==> config.mk <==
export PLATFORM = sky130hd
export DESIGN_NAME = prefix_imm_unit
export DESIGN_NICKNAME = d
export VERILOG_FILES = /design/src/rtl/prefix_imm_unit.sv
export SDC_FILE = /design/constraint.sdc
export NUM_CORES = 1
export LEC_CHECK = 0
export BUFFER_PORTS_ARGS = -buffer_cell sky130_fd_sc_hd__buf_4
export CAP_MARGIN = 20
export CELL_PAD_IN_SITES_DETAIL_PLACEMENT = 1
export CELL_PAD_IN_SITES_GLOBAL_PLACEMENT = 2
export CORE_ASPECT_RATIO = 1.25
export CORE_UTILIZATION = 20
export DETAILED_ROUTE_END_ITERATION = 16
export HOLD_SLACK_MARGIN = 0.06
export PLACE_DENSITY_LB_ADDON = 0.1
export SYNTH_ARGS = -nofsm -noshare
export SYNTH_HDL_FRONTEND = slang
export SYNTH_SLANG_ARGS = --single-unit
==> constraint.sdc <==
create_clock -name clk -period 1.27 [get_ports clk]
set_clock_uncertainty 0.2 [all_clocks]
set_input_delay 0.254 -clock clk [delete_from_list [all_inputs] [get_ports clk]]
set_output_delay 0.254 -clock clk [all_outputs]
set_load 0.02 [all_outputs]
==> src/rtl/prefix_imm_unit.sv <==
module prefix_imm_unit #(
  parameter int DATA_W = 32,
  parameter int PFX_W  = 11,
  parameter int IMM_W  = 5
) (
  input  logic              clk,
  input  logic              rst_n,
  input  logic              insn_valid,
  input  logic              is_prefix,
  input  logic [PFX_W-1:0]  prefix_field,
  input  logic [IMM_W-1:0]  short_imm,
  input  logic              skip_in,
  output logic [DATA_W-1:0] imm_out,
  output logic              irq_inhibit,
  output logic              pair_skip
);
  localparam int HI_W = DATA_W - PFX_W - IMM_W;

  logic [PFX_W-1:0] k_q;
  logic             annul;
  logic             pfx_exec;

  assign annul    = skip_in | pair_skip;
  assign pfx_exec = is_prefix & ~annul;

  always_ff @(posedge clk) begin
    if (!rst_n) begin
      k_q         <= '0;
      irq_inhibit <= 1'b0;
      pair_skip   <= 1'b0;
    end else if (insn_valid) begin
      k_q         <= pfx_exec ? prefix_field : '0;
      irq_inhibit <= is_prefix;
      pair_skip   <= is_prefix & skip_in & ~pair_skip;
    end
  end

  assign imm_out = {{HI_W{1'b0}}, k_q, short_imm};


  prefix_load_chk: assert property (@(posedge clk) disable iff (!rst_n)
    insn_valid && is_prefix && !skip_in && !pair_skip |=> imm_out[IMM_W +: PFX_W] == $past(prefix_field));

  prefix_clear_chk: assert property (@(posedge clk) disable iff (!rst_n)
    insn_valid && !(is_prefix && !skip_in && !pair_skip) |=> imm_out[IMM_W +: PFX_W] == '0);

  inhibit_after_prefix_chk: assert property (@(posedge clk) disable iff (!rst_n)
    insn_valid |=> irq_inhibit == $past(is_prefix));

  pair_skip_chk: assert property (@(posedge clk) disable iff (!rst_n)
    insn_valid |=> pair_skip == $past(is_prefix && skip_in && !pair_skip));

  idle_hold_chk: assert property (@(posedge clk) disable iff (!rst_n)
    !insn_valid |=> $stable(imm_out[IMM_W +: PFX_W]) && $stable(irq_inhibit) && $stable(pair_skip));
endmodule

==> results.ini <==
[sta]
tightest_slew_ns = 0.4994
grt_setup_unrepaired = no
finalMaxSlewViolations = 0
fmax_mhz = 806.5
timing.final.crit_period_ns = 1.240
slew_headroom_pct = 66.56
fin_ws_ns = 0.03003
hold_ws_ns = 0.1274
period_share_pct = 97.64
setup_violations = 0
setup_tns_ns = 0
hold_viol = 0

[setup_path]
crit_fanout = 3
critPathKind = flop to output port
cp.required_ns = 0.82
worstPathArrival_ns = 0.79
end_kind = output port
crit_path_start_kind = flop

[clocking]
clk_latency_ns = 0.24
clk_pin_slew_ns = 0.06
cts_buffers = 3
cts-root-buf = clkbuf_8
cts_tree = built
max-clock-path-buffers = 2
numClockSinks = 13
ctsHtreeMaxLevel = 1

[power]
vdd_drop_max_mv = 0.3388
p_leak_nw = 0.4803
power_density_nw_per_um2 = 1054

[global_routing]
grt_max_degree = 14
grt_usage_pct = 9.117
antenna_found_initial = 0
grt_pass1_vias = 543
gr-total-overflow = 0
grt_first_pass_wirelength_um = 2628

[run_status]
outcome = finished clean

[placed_design]
place_congestion = 0.6716
numPortBuffers = 28
place_area_um2 = 862.1
post-place-ws_ns = -0.3339

[die]
core-area_um2 = 3309
io-pin-count = 55
fp.dieW_um = 55.46
die_area_um2 = 3816
die_y_um = 68.82
row_count = 23
initial_utilization_pct = 21.59

[detailed_routing]
post_drt_via_cell_ratio = 4.038
drt_iter0_markers = 22
wl_per_cell_um = 12.98
route.detailed.drc = 0
wl_um = 1726
ant_nets = 0
vias = 537
dr.pass1.iters = 2

[synth]
ys_types = 14
synth.cell_area_um2 = 714.4
syn_inst = 69
yosysWarnings = 0
syn_area_per_cell_um2 = 10.35
ys_ff_latch = 13
synth-seq-area-share_pct = 36.43

[final_layout]
utilization_pct = 28.20
drive_gt1_share_pct = 51.04
diodes = 0
final_common_cell = buf_4
layout_common_cells = buf_4 (31), conb_1 (16), dfxtp_1 (12)
synthToLayoutAreaGrowth_pct = 30.65
nNetsFinal = 118
finalInstanceArea_um2 = 933.4

[flow_run]
cap_violations = 0

[worst_hold_path]
hp-class = input port to flop

## timing repair
action,in CTS,in global routing
endpoints found under the setup margin,12,12
hold buffers,0,0
resized for setup,4,2
buffers inserted,0,1
## power breakdown
part / leakage, nW / total (mW) / switching (mW) / internal, mW
clock: 0.0228 / 0.371 / 0.150 / 0.221
sequential: 0.106 / 0.426 / 0.00635 / 0.420
combinational: 0.352 / 0.187 / 0.107 / 0.0801
## worst paths after layout
path                          startpoint                      to  slack [ns]  depth (start not counted)
setup / recovery  pair_skip$_SDFFE_PN0P_               pair_skip        0.03                          2
hold / removal                   skip_in  pair_skip$_SDFFE_PN0P_        0.13                          3
setup reg to reg  pair_skip$_SDFFE_PN0P_     k_q[6]$_SDFFE_PN0P_        0.06                          3
hold reg to reg      k_q[3]$_SDFFE_PN0P_     k_q[3]$_SDFFE_PN0P_        0.27                          1
## per-stage QoR
step           std cells  total power, mW
3_5_place_dp         128           0.6159
3_3_place_gp         128           0.6147
6_report             133           0.9842
4_1_cts              132            1.005
2_1_floorplan         84           0.6066
5_1_grt              133            1.038
## metal layers
metal / part of all wire, % / global-route usage, % / vias to the layer above / wire length, µm
li1: - / - / 260 / -
met1: 40 / 10.57 / 252 / 686
met2: 53 / 15.21 / 25 / 913
met3: 7.2 / 2.799 / 0 / 125
met4: 0 / 5.000 / 0 / 0
met5: 0 / 0 / - / 0
## worst max-delay path, cell delays in order (launching register included)
cell	delay (ns)
dfxtp_2	0.32
buf_6	0.11
buf_6	0.12
## layout make-up
cell class	count	area, µm²
Multi-Input combinational cell	46	325.3
Sequential cell	13	261.5
Timing Repair Buffer	33	255.2
Tap cell	37	46.29
Fill cell	388	2376
Clock buffer	4	45.04
## synth_stat cells
cell,count,share of area [%]
buf_4,23,24
buf_6,2,3.2
and2_1,3,2.6
dfxtp_1,13,36
a32o_1,2,2.8
nand2b_1,1,0.88
conb_1,1,0.52
nand4b_1,1,1.2
nor2b_4,1,1.9
a21boi_1,1,1.1
and2_0,8,7.0
mux2i_1,1,1.4
a32o_2,9,14
nor2b_1,3,2.6
## kinds of logic after synthesis
kind of cell | Yosys count | share of synthesized area [%]
and+or+nand+nor | 17 | 16.29
AOI/OAI and AO/OA | 12 | 18.04
buffers and inverters | 25 | 27.32
muxes | 1 | 1.401
DFF | 13 | 36.43
other | 1 | 0.5249
## registers in the layout, summed over array words and instances (netlist names)
name	count
irq_inhibit	1
k_q	11
pair_skip	1
Note: power is estimated with default switching activity, not from simulation.
